===== config.mk =====
export PLATFORM = sky130hd
export DESIGN_NAME = prog_loader
export DESIGN_NICKNAME = d
export VERILOG_FILES = /design/src/rtl/loader_pkg.sv /design/src/rtl/ldr_rx_gate.sv /design/src/rtl/ldr_ctrl.sv /design/src/rtl/ldr_bank_split.sv /design/src/rtl/prog_loader.sv
export SDC_FILE = /design/constraint.sdc
export NUM_CORES = 1
export LEC_CHECK = 0
export ABC_CLOCK_PERIOD_IN_PS = 2100
export BUFFER_PORTS_ARGS = -buffer_cell sky130_fd_sc_hd__buf_2
export CORE_MARGIN = 1
export CORE_UTILIZATION = 53
export DETAILED_ROUTE_END_ITERATION = 7
export GPL_TIMING_DRIVEN = 1
export PLACE_DENSITY = 0.77
export SLEW_MARGIN = 15
export SYNTH_ARGS = -nofsm -noshare
export SYNTH_HDL_FRONTEND = slang
export SYNTH_HIERARCHICAL = 1
export SYNTH_SLANG_ARGS = --single-unit
export TNS_END_PERCENT = 10

===== constraint.sdc =====
create_clock -name clk -period 2.1 [get_ports clk]
set_input_delay 0.42 -clock clk [delete_from_list [all_inputs] [get_ports clk]]
set_output_delay 0.42 -clock clk [all_outputs]
set_load 0.03 [all_outputs]

===== src/rtl/loader_pkg.sv =====
package loader_pkg;
    localparam int WORD_W = 32;
    localparam int LANES  = WORD_W / 8;
    localparam int LANE_W = $clog2(LANES);

    typedef enum logic [1:0] {
        LD_HEADER   = 2'd0,
        LD_PAYLOAD  = 2'd1,
        LD_FINISHED = 2'd2
    } ld_state_e;
endpackage


===== src/rtl/ldr_rx_gate.sv =====
// Turns the receiver's level strobe into a one-cycle take pulse per byte.
module ldr_rx_gate (
    input  logic clk,
    input  logic rst_n,
    input  logic rx_done,
    output logic take
);
    logic seen_q;

    always_ff @(posedge clk) begin
        if (!rst_n)       seen_q <= 1'b0;
        else if (!rx_done) seen_q <= 1'b0;
        else              seen_q <= 1'b1;
    end

    assign take = rx_done & ~seen_q;
endmodule


===== src/rtl/ldr_ctrl.sv =====
// Header collection, payload packing and the load state machine.
module ldr_ctrl
    import loader_pkg::*;
(
    input  logic              clk,
    input  logic              rst_n,
    input  logic              take,
    input  logic [7:0]        rx_byte,
    output logic              word_vld,
    output logic [WORD_W-1:0] word_dat,
    output logic              done
);
    ld_state_e         state_q, state_d;
    logic [LANE_W-1:0] lane_q;
    logic [WORD_W-1:0] hdr_q, remain_q, pack_q;
    logic [WORD_W-1:0] hdr_full, pack_next, byte_shift;
    logic              group_end;

    always_comb begin
        byte_shift = {{(WORD_W-8){1'b0}}, rx_byte} << {lane_q, 3'b000};
        hdr_full   = hdr_q  | byte_shift;
        pack_next  = pack_q | byte_shift;
        group_end  = (lane_q == LANE_W'(LANES-1)) || (remain_q == WORD_W'(1));
    end

    // next-state logic
    always_comb begin
        state_d = state_q;
        unique case (state_q)
            LD_HEADER: begin
                if (take && lane_q == LANE_W'(LANES-1))
                    state_d = (hdr_full == '0) ? LD_FINISHED : LD_PAYLOAD;
            end
            LD_PAYLOAD: begin
                if (take && remain_q == WORD_W'(1))
                    state_d = LD_FINISHED;
            end
            LD_FINISHED: state_d = LD_FINISHED;
            default:     state_d = LD_HEADER;
        endcase
    end

    // state register
    always_ff @(posedge clk) begin
        if (!rst_n) state_q <= LD_HEADER;
        else        state_q <= state_d;
    end

    // datapath and outputs
    always_ff @(posedge clk) begin
        if (!rst_n) begin
            lane_q   <= '0;
            hdr_q    <= '0;
            remain_q <= '0;
            pack_q   <= '0;
            word_vld <= 1'b0;
            word_dat <= '0;
            done     <= 1'b0;
        end else begin
            word_vld <= 1'b0;
            done     <= (state_d == LD_FINISHED);
            unique case (state_q)
                LD_HEADER: begin
                    if (take) begin
                        hdr_q  <= hdr_full;
                        lane_q <= lane_q + 1'b1;
                        if (lane_q == LANE_W'(LANES-1))
                            remain_q <= hdr_full;
                    end
                end
                LD_PAYLOAD: begin
                    if (take) begin
                        remain_q <= remain_q - 1'b1;
                        if (group_end) begin
                            word_vld <= 1'b1;
                            word_dat <= pack_next;
                            pack_q   <= '0;
                            lane_q   <= '0;
                        end else begin
                            pack_q   <= pack_next;
                            lane_q   <= lane_q + 1'b1;
                        end
                    end
                end
                LD_FINISHED: ;
                default: ;
            endcase
        end
    end
endmodule


===== src/rtl/ldr_bank_split.sv =====
// Routes each word to the even or odd instruction bank, bounded by IMEM_WORDS.
module ldr_bank_split
    import loader_pkg::*;
#(
    parameter int IMEM_WORDS = 4096,
    localparam int IDX_W     = $clog2(IMEM_WORDS) + 1,
    localparam int IBANK_AW  = $clog2(IMEM_WORDS) - 1
) (
    input  logic                clk,
    input  logic                rst_n,
    input  logic                word_vld,
    input  logic [WORD_W-1:0]   word_dat,
    output logic                we_even,
    output logic                we_odd,
    output logic [IBANK_AW-1:0] bank_addr,
    output logic [WORD_W-1:0]   bank_data
);
    logic [IDX_W-1:0] idx_q;
    logic             in_range;

    assign in_range = (idx_q < IDX_W'(IMEM_WORDS));

    always_ff @(posedge clk) begin
        if (!rst_n) begin
            idx_q     <= '0;
            we_even   <= 1'b0;
            we_odd    <= 1'b0;
            bank_addr <= '0;
            bank_data <= '0;
        end else begin
            we_even <= 1'b0;
            we_odd  <= 1'b0;
            if (word_vld && in_range) begin
                we_even   <= ~idx_q[0];
                we_odd    <=  idx_q[0];
                bank_addr <= idx_q[IBANK_AW:1];
                bank_data <= word_dat;
                idx_q     <= idx_q + 1'b1;
            end
        end
    end
endmodule


===== src/rtl/prog_loader.sv =====
module prog_loader
    import loader_pkg::*;
#(
    parameter int DADDR_W    = 16,
    parameter int IMEM_WORDS = 4096,
    localparam int IBANK_AW  = $clog2(IMEM_WORDS) - 1
) (
    input  logic                clk,
    input  logic                rst_n,
    input  logic                rx_done,
    input  logic [7:0]          rx_byte,
    output logic                dmem_we,
    output logic [DADDR_W-1:0]  dmem_addr,
    output logic [31:0]         dmem_wdata,
    output logic [3:0]          dmem_mask,
    output logic                imem_we0,
    output logic                imem_we1,
    output logic [IBANK_AW-1:0] imem_addr,
    output logic [31:0]         imem_wdata,
    output logic                load_done
);
    logic              take;
    logic              word_vld;
    logic [WORD_W-1:0] word_dat;
    logic [DADDR_W-1:0] dptr_q;

    ldr_rx_gate u_gate (
        .clk     (clk),
        .rst_n   (rst_n),
        .rx_done (rx_done),
        .take    (take)
    );

    ldr_ctrl u_ctrl (
        .clk      (clk),
        .rst_n    (rst_n),
        .take     (take),
        .rx_byte  (rx_byte),
        .word_vld (word_vld),
        .word_dat (word_dat),
        .done     (load_done)
    );

    ldr_bank_split #(.IMEM_WORDS(IMEM_WORDS)) u_split (
        .clk       (clk),
        .rst_n     (rst_n),
        .word_vld  (word_vld),
        .word_dat  (word_dat),
        .we_even   (imem_we0),
        .we_odd    (imem_we1),
        .bank_addr (imem_addr),
        .bank_data (imem_wdata)
    );

    always_ff @(posedge clk) begin
        if (!rst_n)        dptr_q <= '0;
        else if (word_vld) dptr_q <= dptr_q + 1'b1;
    end

    assign dmem_we    = word_vld;
    assign dmem_addr  = dptr_q;
    assign dmem_wdata = word_dat;
    assign dmem_mask  = {LANES{1'b1}};
endmodule


# After elaboration in Yosys (flattened, before gate mapping)
# Cells that the tools add are included.
[classes] n_eq_ne=8 n_reduce_logical=14 order_cmp=1 muxes=15 n_bitwise=5 addsub=4 shift=1
[op_table] op="2-to-1 mux 32 bit" n=4
[op_table] op="bitwise OR 32 bit" n=2
[op_table] op="one-hot mux 32 bit (2 select lines)" n=1
[op_table] op="== test 32 x 1 -> 1 bit, second input constant" n=1
[op_table] op="logical NOT 32 bit" n=1
[op_table] op="<< shifter 8 x 5 -> 32 bit" n=1
[op_table] op="subtractor 32 x 1 -> 32 bit, second input constant" n=1
[op_table] op="adder 16 x 1 -> 16 bit, second input constant" n=1
[op_table] op="adder 13 x 1 -> 13 bit, second input constant" n=1
[op_table] op="less-than comparator 13 bit, second input constant" n=1
[op_table] op="2-to-1 mux 2 bit" n=6
[op_table] op="AND reduction 3 bit" n=3
[op_table] op="== test 2 bit, second input constant" n=3
[op_table] op="!= test 2 x 1 -> 1 bit, second input constant" n=3
[op_table] op="one-hot mux 2 bit (3 select lines)" n=1
[op_table] op="AND reduction 2 bit" n=3
[op_table] op="one-hot mux 2 bit (2 select lines)" n=1
[op_table] op="AND reduction 4 bit" n=1
[op_table] op="logical AND 1 bit" n=3
[op_table] op="adder 2 x 1 -> 2 bit, second input constant" n=1
[op_table] op="== test 2 x 1 -> 1 bit, second input constant" n=1
[op_table] op="logical NOT 2 bit" n=1
[op_table] op="2-to-1 mux 1 bit" n=2
[op_table] op="NOT 1 bit" n=2
[op_table] op="3 further kinds" n=3
[totals] in_bits=11 wordCells=63 output_inout_bits=99 register_bits=209

# Longest topological paths before layout
# Gate-level depths: netlist of run 1.
[logic_depth] ltp_word=7 depth_mapped=8

# Hierarchy
# The synthesis of run 1 kept the hierarchy.
[modules_own_cells] mod="ldr_ctrl" cells_each=737 n_inst=1 seq_area_each_um2=2682.6 area_per_inst_um2=6248.5
[modules_own_cells] mod="ldr_bank_split" cells_each=258 n_inst=1 seq_area_each_um2=1161.1 area_per_inst_um2=2119.5
[modules_own_cells] mod="prog_loader" cells_each=88 n_inst=1 seq_area_each_um2=320.3 area_per_inst_um2=778.2
[modules_own_cells] mod="ldr_rx_gate" cells_each=3 n_inst=1 seq_area_each_um2=20.0 area_per_inst_um2=40.0

# Worst setup path before layout of run 1
# No wires, ideal clock.
[synth_path] path_kind="register to register" startpoint="register u_ctrl.lane_q[1]" endpoint="register u_ctrl.state_q[0]" path_stages_with_launch=7 path_slack_ns=0.104 arrival_ns=1.880 n_path_buf=1 period_less_slack_ns=1.996 path_cell_list="dfxtp_1 -> buf_2 -> nor2_1 -> a21o_1 -> or4_1 -> a2111o_1 -> a31o_2"
[synth_via] elab_chain_cells=6
[synth_rtl] item="from (decl)" line_no="ldr_ctrl.sv:14" text="logic [LANE_W-1:0] lane_q;"
[synth_rtl] item="from (signal assigned)" line_no="ldr_ctrl.sv:66" text="lane_q <= lane_q + 1'b1;"
[synth_rtl] item="from (signal assigned)" line_no="ldr_ctrl.sv:81" text="lane_q <= lane_q + 1'b1;"
[synth_rtl] item="<< shifter 8 x 5 -> 32 bit" line_no="ldr_ctrl.sv:20" text="byte_shift = {{(WORD_W-8){1'b0}}, rx_byte} << {lane_q, 3'b000};"
[synth_rtl] item="bitwise OR 32 bit" line_no="ldr_ctrl.sv:21" text="hdr_full = hdr_q | byte_shift;"
[synth_rtl] item="logical NOT 32 bit" line_no="ldr_ctrl.sv:32" text="state_d = (hdr_full == '0) ? LD_FINISHED : LD_PAYLOAD;"
[synth_rtl] item="2-to-1 mux 2 bit" line_no="ldr_ctrl.sv:32"
[synth_rtl] item="2-to-1 mux 2 bit (*)" line_no="ldr_ctrl.sv:31" text="if (take && lane_q == LANE_W'(LANES-1))"
[synth_rtl] item="one-hot mux 2 bit (3 select lines) (*)" line_no="ldr_ctrl.sv:29" text="unique case (state_q)"
[synth_rtl] item="to (signal assigned)" line_no="ldr_ctrl.sv:46" text="else state_q <= state_d;"
[synth_rtl] item="to (decl)" line_no="ldr_ctrl.sv:13" text="ld_state_e state_q, state_d;"
# Mark *: on every way between the ends. The rest lies on a longest branch, timed or not.
# A chain may end at the register's enable or synchronous reset.

# Final worst setup path of run 1
[layout_path] startpoint="register u_ctrl.remain_q[15]" endpoint="register u_ctrl.word_dat[3]"
[layout_via] elab_chain_cells=3
[layout_rtl] item="from (decl)" line_no="ldr_ctrl.sv:15" text="logic [WORD_W-1:0] hdr_q, remain_q, pack_q;"
[layout_rtl] item="from (signal assigned)" line_no="ldr_ctrl.sv:68" text="remain_q <= hdr_full;"
[layout_rtl] item="from (signal assigned)" line_no="ldr_ctrl.sv:73" text="remain_q <= remain_q - 1'b1;"
[layout_rtl] item="== test 32 x 1 -> 1 bit" line_no="ldr_ctrl.sv:23" text="group_end = (lane_q == LANE_W'(LANES-1)) || (remain_q == WORD_W'(1));"
[layout_rtl] item="logical OR 1 bit" line_no="ldr_ctrl.sv:23"
[layout_rtl] item="AND reduction 3 bit (no line)"
[layout_rtl] item="to (signal assigned)" line_no="ldr_ctrl.sv:76" text="word_dat <= pack_next;"
[layout_rtl] item="to (decl)" line_no="ldr_ctrl.sv:10" text="output logic [WORD_W-1:0] word_dat,"
# Every way passes these cells.

==> run_results.csv, run 1 <==
group,metric,value,unit
sta,fmax,480.4,MHz
worst_setup_path,crit_type,"flop to flop",
yosys,synth_top_family_by_area,"compound AO/OA/AOI/OAI gates",
layout,area_growth_syn_to_layout,20.87,%
place,preCtsSetupSlack,-9.420,ps
status,run_status,"completed",
yosys,synth_area_per_cell,8.459,um^2
clock_tree,htree_levels,1,
clock_tree,cts_buffers,22,
drt,vias,8750,
global_routing,grt_pass1_wl,39610,um
global_routing,grt_max_degree,53,
worst_setup_path,arrival,2460,ps
layout,seqCellArea,4193,um^2
die,die_area,17860,um^2
worst_setup_path,r2r_start,"u_ctrl/remain_q[15]",
drt,drc,0,
yosys,synth_xor_area_share,1.144,%
drt,wire_per_inst,17.57,um
yosys,async_flop_share,0,%
power,p_switching,1.948,mW
yosys,synth_mux_area_share,0.6538,%
die,die_h,133.7,um
power,powerDensity,741.4,nW/um^2
min_path,whs_endpoint,"u_gate/seen_q",
drt,totalWireLength,25250,um
worst_setup_path,cp.required,2480,ps
worst_setup_path,reg2reg_to,"u_ctrl/word_dat[3]",
worst_setup_path,reg2regPathDepth,7,
die,num_rows,47,
power,irDropWorstVdd,0.0005924,V
yosys,ys_warn_count,6,
global_routing,track_usage,26.85,%
power,p_leak,4.356,nW
flow_run,cap_violations,0,
yosys,synth_ff_type,"dfxtp_1",
power,comb_power_share,7.4,%
layout,n_antenna_cell,0,
die,ios,110,
sta,relSlewSlack,57.79,%
clock_tree,clkTransAtPathRegs,60,ps
yosys,synth_commonest_cells,"209 x dfxtp_1, 169 x a21oi_1, 137 x nand2_1, 110 x nor2_1, 50 x a31oi_1",
power,p_sw_share,23.66,%
layout,nets,1224,
worst_setup_path,critPathSlowestCell,"o41a_1",
yosys,synth-simple-area-share,20.48,%
worst_setup_path,cp_slowest_stage_delay,510,ps
global_routing,grt_overflow,0,
layout,multi_input_area,4621,um^2
sta,tightest_slew,633.0,ps
yosys,syn_inst,1086,
clock_tree,clock_sinks,209,
yosys,synthAdderAreaFrac,0.6810,%
min_path,hp-class,"input port to flop",
sta,layout_min_cycle_time,2081,ps
yosys,netlist_area,9186,um^2
sta,drv_slew,0,
yosys,synth_top_area_share,45.55,%
drt,drtIter0Drc,710,
yosys,synth_top_area_cell,"dfxtp_1",
clock_tree,cts_tree,"done",
yosys,synth.distinct_cells,80,
sta,period_share,99.11,%
min_path,hold_start,"rx_done",
sta,fin_ws,18.61,ps
yosys,synth_compound_area_share,26.12,%
drt,firstDrtPassIters,5,
sta,hold_violations,0,
die,core-area,16760,um^2
power,finalPower,8.232,mW
worst_setup_path,cp_top_family,"simple AND/OR/NAND/NOR gates",
layout,post-route-util,66.25,%
place,gp_congestion,0.9094,
power,intPower,6.284,mW
yosys,synthTopCellsByArea,"dfxtp_1 46%, a21oi_1 9.2%, nand2_1 5.6%",
power,clkPwrFrac,43.7,%
worst_setup_path,critPathLaunchType,"flop",
drt,ant_nets,0,
sta,rsz0062_at_grt,"yes",
power,p_seq_share,48.9,%
worst_setup_path,crit_buf_inv,2,
global_routing,grt_pass1_vias,7888,
clock_tree,cts-root-buf,"clkbuf_16",
place,place_hpwl,16450,um
die,die_x,133.7,um
die,start_util,54.81,%
yosys,synth_edf_count,0,
drt,viasPerCell,6.089,
clock_tree,clk-insertion-delay-late,500,ps
worst_setup_path,worstPathMaxFanout,8,
layout,drive_above_1_share,24.40,%
global_routing,antenna_found_initial,0,
yosys,synth_seq_cells,209,
worst_setup_path,critPathCaptureType,"flop",
place,io_buffers,105,
sta,finalClockSkew,7.224,ps
sta,finalSetupViolations,0,
layout,nFillCells,1352,
yosys,synth.most_common_cell,"dfxtp_1",
clock_tree,cts_buffer_depth,3,
yosys,yosysSeqAreaShare,45.55,%
sta,whs,149.4,ps
min_path,whs_path_depth,2,
worst_setup_path,reg2reg_slack,20,ps
worst_setup_path,crit_chain,"nor4_4 > nand4b_4 > o41a_1 > nor2_4 > buf_12 > clkbuf_16 > a211oi_2",
==> worst max path at each step <==
stage	startpoint	endpoint	cells after the start
2_1_floorplan	u_ctrl/lane_q[1]	u_ctrl/state_q[0]	6
3_3_place_gp	rx_byte[2]	u_ctrl/state_q[0]	7
3_5_place_dp	rx_byte[2]	u_ctrl/state_q[0]	7
4_1_cts	u_ctrl/remain_q[16]	u_ctrl/word_dat[29]	6
5_1_grt	u_ctrl/remain_q[15]	u_ctrl/word_dat[23]	7
6_report	u_ctrl/remain_q[15]	u_ctrl/word_dat[3]	7
==> cell type report <==
class | count | area share (%)
Multi-Input combinational cell | 777 | 41.62
Clock buffer | 31 | 5.713
Inverter | 13 | 0.4395
Clock inverter | 2 | 0.2141
Tap cell | 220 | 2.479
Sequential cell | 209 | 37.76
Timing Repair Buffer | 185 | 11.78
==> power by group through the flow <==
| stage | sequential (mW) | clock [mW] | combinational [mW] |
|---|---|---|---|
| 2_1_floorplan | 4.10 | 0 | 0.381 |
| 3_3_place_gp | 4.11 | 0 | 0.573 |
| 3_5_place_dp | 4.11 | 0 | 0.577 |
| 4_1_cts | 4.02 | 3.66 | 0.579 |
| 5_1_grt | 4.02 | 3.82 | 0.652 |
| 6_report | 4.02 | 3.60 | 0.609 |
==> registers in the layout, summed over array words and instances (netlist names), 2 cells and up <==
name	count
dmem_addr	16
u_ctrl/hdr_q	32
u_ctrl/lane_q	2
u_ctrl/pack_q	32
u_ctrl/remain_q	32
u_ctrl/state_q	2
u_ctrl/word_dat	32
u_split/bank_addr	11
u_split/bank_data	32
u_split/idx_q	13
==> cell usage in the layout (no fill, tap or decap), types with 7 or more instances in the layout <==
master     instances
o21ai_0           27
nand2_1          137
nor2_1           108
o21a_1            11
and3_1            11
clkbuf_16         25
a211oi_1          17
buf_12            10
a21o_1             8
buf_4             66
o21ai_2            7
nor4_1            13
nand2b_1           7
nor3_1            23
buf_2            105
or3_1              7
or4_1              7
inv_1             11
a211oi_2          23
nand3_1           13
xnor2_1            8
o2111ai_1          9
dfxtp_1          204
a21oi_1          169
a31oi_1           50
==> layer usage <==
metal  track usage [%]  share of wire [%]
met5                 0                  0
met4             10.23                3.8
met3             3.957                6.5
met1             35.81                 43
met2             43.87                 47
==> metrics by stage <==
step | instances | TNS (ps) | cell area [um^2]
after floorplan | 1089 | 0 | 9198
after global placement | 1397 | 0 | 10230
after detailed placement | 1397 | -9.420 | 10230
after CTS | 1430 | 0 | 10890
after global routing | 1437 | -1406 | 11100
final | 1437 | 0 | 11100
==> worst register-to-register path, delay by kind of cell (launching register included) <==
family / cells / cell delay [ps]
and+or+nand+nor: 3 / 710
buffers and inverters: 2 / 310
AOI/OAI and AO/OA: 2 / 580
DFF: 1 / 370
==> repair_timing <==
item / CTS / global route
setup endpoints to repair: 0 / 71
gates resized for setup: 0 / 32
hold buffers: 0 / 0
setup buffers: 0 / 3
==> logic make-up after synthesis <==
| family | after synthesis |
|---|---|
| muxes | 6 |
| buffers and inverters | 103 |
| and+or+nand+nor | 381 |
| adders and majority gates | 5 |
| xor gates and xnor gates | 12 |
| DFF | 209 |
| AOI/OAI and AO/OA | 369 |
| other | 1 |
No activity file was read; power rests on OpenSTA's default activity.
==> inputs of run 2 (changes only) <==
ABC_AREA = 1   (was default)
CORE_MARGIN = 5   (was 1)
CTS_CLUSTER_DIAMETER = 30   (was default)
PLACE_DENSITY = 0.76   (was 0.77)
==> run_results.csv, run 2 <==
group,metric,value,unit
power,intPower,8.351,mW
sta,whs,129.4,ps
worst_setup_path,arrival,2340,ps
clock_tree,clock_sinks,209,
layout,design_area,11690,um^2
yosys,async_flop_share,0,%
drt,viasPerCell,5.212,
layout,nFillCells,1577,
yosys,synth_top_area_cell,"dfxtp_1",
clock_tree,clk-insertion-delay-late,510,ps
layout,final_cell_mix,"324 x nand2_1, 218 x nor2_1, 208 x dfxtp_1",
die,die_area,21040,um^2
yosys,synth_edf_count,0,
sta,fmax,527.9,MHz
layout,n_antenna_cell,0,
power,finalPower,10.89,mW
sta,finalSetupViolations,0,
worst_setup_path,crit_type,"flop to flop",
power,p_sw_share,23.32,%
yosys,syn_inst,1415,
layout,final_cells,1784,
place,gp_congestion,0.8931,
power,p_seq_share,37.0,%
clock_tree,cts-root-buf,"clkbuf_16",
flow_run,cap_violations,0,
layout,nets,1544,
die,num_rows,49,
sta,drv_slew,0,
drt,totalWireLength,24860,um
yosys,synth_ff_type,"dfxtp_1",
worst_setup_path,critPathLaunchType,"flop",
drt,drc,0,
clock_tree,htree_levels,2,
drt,wl_met1,10850,um
sta,period_share,90.21,%
clock_tree,cts_buffers,41,
global_routing,antenna_found_initial,0,
place,place_area,10340,um^2
yosys,ys_warn_count,6,
clock_tree,cts_tree,"done",
power,comb_power_share,5.8,%
die,start_util,53.81,%
drt,wl_met2,11540,um
sta,hold_violations,0,
place,place_hpwl,17170,um
power,p_switching,2.540,mW
worst_setup_path,worstPathMaxFanout,33,
die,die_h,145.1,um
drt,dr.max_layer_used,"met4",
drt,ant_nets,0,
layout,post-route-util,65.06,%
yosys,synth_commonest_cells,"324 x nand2_1, 218 x nor2_1, 209 x dfxtp_1, 172 x inv_1, 125 x o21ai_0",
worst_setup_path,cp.required,2550,ps
global_routing,grt_pass1_vias,8520,
sta,layout_min_cycle_time,1894,ps
clock_tree,post_cts_buffers,0,
sta,finalClockSkew,18.84,ps
yosys,yosysSeqAreaShare,43.28,%
die,core-area,17960,um^2
yosys,netlist_area,9667,um^2
power,irDropWorstVdd,0.001260,V
place,dp_cells,1714,
power,clkPwrFrac,57.2,%
layout,seqCellArea,4185,um^2
sta,totalNegativeSetupSlack,0,ps
yosys,synthTopCellsByArea,"dfxtp_1 43%, nand2_1 13%, nor2_1 8.5%",
sta,rsz0062_at_grt,"no",
drt,wire_per_inst,13.93,um
worst_setup_path,crit_chain,"nor2_1 > nand2_1 > nor2_1 > nand3b_1 > o21bai_4 > nand3_4 > nor2_8 > buf_12 > o21ai_1 > nand2_1",
yosys,synth.most_common_cell,"nand2_1",
clock_tree,clkTransAtPathRegs,50,ps
die,ios,110,
sta,relSlewSlack,62.56,%
power,p_leak,5.777,nW
layout,drive_above_1_share,16.66,%
yosys,synth_top_area_share,43.28,%
sta,tightest_slew,560.8,ps
layout,layout_commonest_cell,"nand2_1",
place,preCtsSetupSlack,212.1,ps
layout,area_growth_syn_to_layout,20.90,%
layout,multi_input_area,4433,um^2
place,io_buffers,105,
drt,wl_met3,1859,um
yosys,synth.distinct_cells,42,
status,run_status,"completed",
global_routing,grt_overflow,0,
sta,fin_ws,205.6,ps
worst_setup_path,cp_slowest_stage_delay,360,ps
drt,drtIter0Drc,595,
clock_tree,cts_buffer_depth,3,
worst_setup_path,critPathCaptureType,"flop",
global_routing,grt_pass1_wl,41170,um
yosys,synth_seq_cells,209,
global_routing,track_usage,22.51,%
global_routing,grt_max_degree,65,
yosys,synth_area_per_cell,6.832,um^2
drt,firstDrtPassIters,6,
worst_setup_path,critPathSlowestCell,"dfxtp_1",
min_path,hp-class,"input port to flop",
die,die_x,145.1,um
power,powerDensity,931.8,nW/um^2
drt,vias,9298,
-- run 2: area by class of cell --
class / count / share of cell area (%)
clock inverter: 21 / 1.959
tap: 229 / 2.452
sequential: 209 / 35.81
clock buffer: 49 / 9.549
inverter: 189 / 6.113
timing repair buffer: 128 / 6.188
multi-input combinational: 959 / 37.93
-- run 2: logic make-up after synthesis --
logic type,after synthesis,synth area share [%]
XOR/XNOR,17,1.540
other,1,0.03879
adder cells (fa/ha/maj),5,0.6472
AND/OR/NAND/NOR,680,29.81
AO/OA/AOI/OAI,253,13.67
flip-flops,209,43.28
buffers and inverters,250,11.01
-- run 2: timing repair --
item                       4_1_cts  5_1_grt
resized for setup                0        2
setup endpoints to repair        0        2
hold buffers                     0        0
-- run 2: critical path, delay by kind of cell, from the launching register on --
kind                   cells  cell delay (ps)
AO/OA/AOI/OAI              2              370
buffers and inverters      1              200
flip-flops                 1              360
AND/OR/NAND/NOR            7              900
-- run 2: worst paths after layout --
kind	start	endpoint	slack (ps)	cells past startpoint
setup / recovery	u_ctrl/remain_q[16]	u_ctrl/word_dat[8]	210	10
hold / removal	rx_done	u_gate/seen_q	130	3
setup reg to reg	u_ctrl/remain_q[16]	u_ctrl/word_dat[8]	210	10
hold reg to reg	u_split/bank_addr[1]	u_split/bank_addr[1]	460	2
-- run 2: power groups by stage --
stage | clock network, mW | logic (mW) | registers [mW]
after CTS | 6.33 | 0.628 | 4.02
after global routing | 6.55 | 0.707 | 4.02
after floorplan | 0 | 0.469 | 4.09
after global placement | 0 | 0.613 | 4.10
final | 6.23 | 0.636 | 4.02
after detailed placement | 0 | 0.621 | 4.10
-- run 2: per-layer routing --
metal,vias to the layer above,GRT usage [%]
li1,4677,-
met1,4232,30.35
met2,334,36.07
met3,55,4.272
met4,0,8.442
met5,-,0
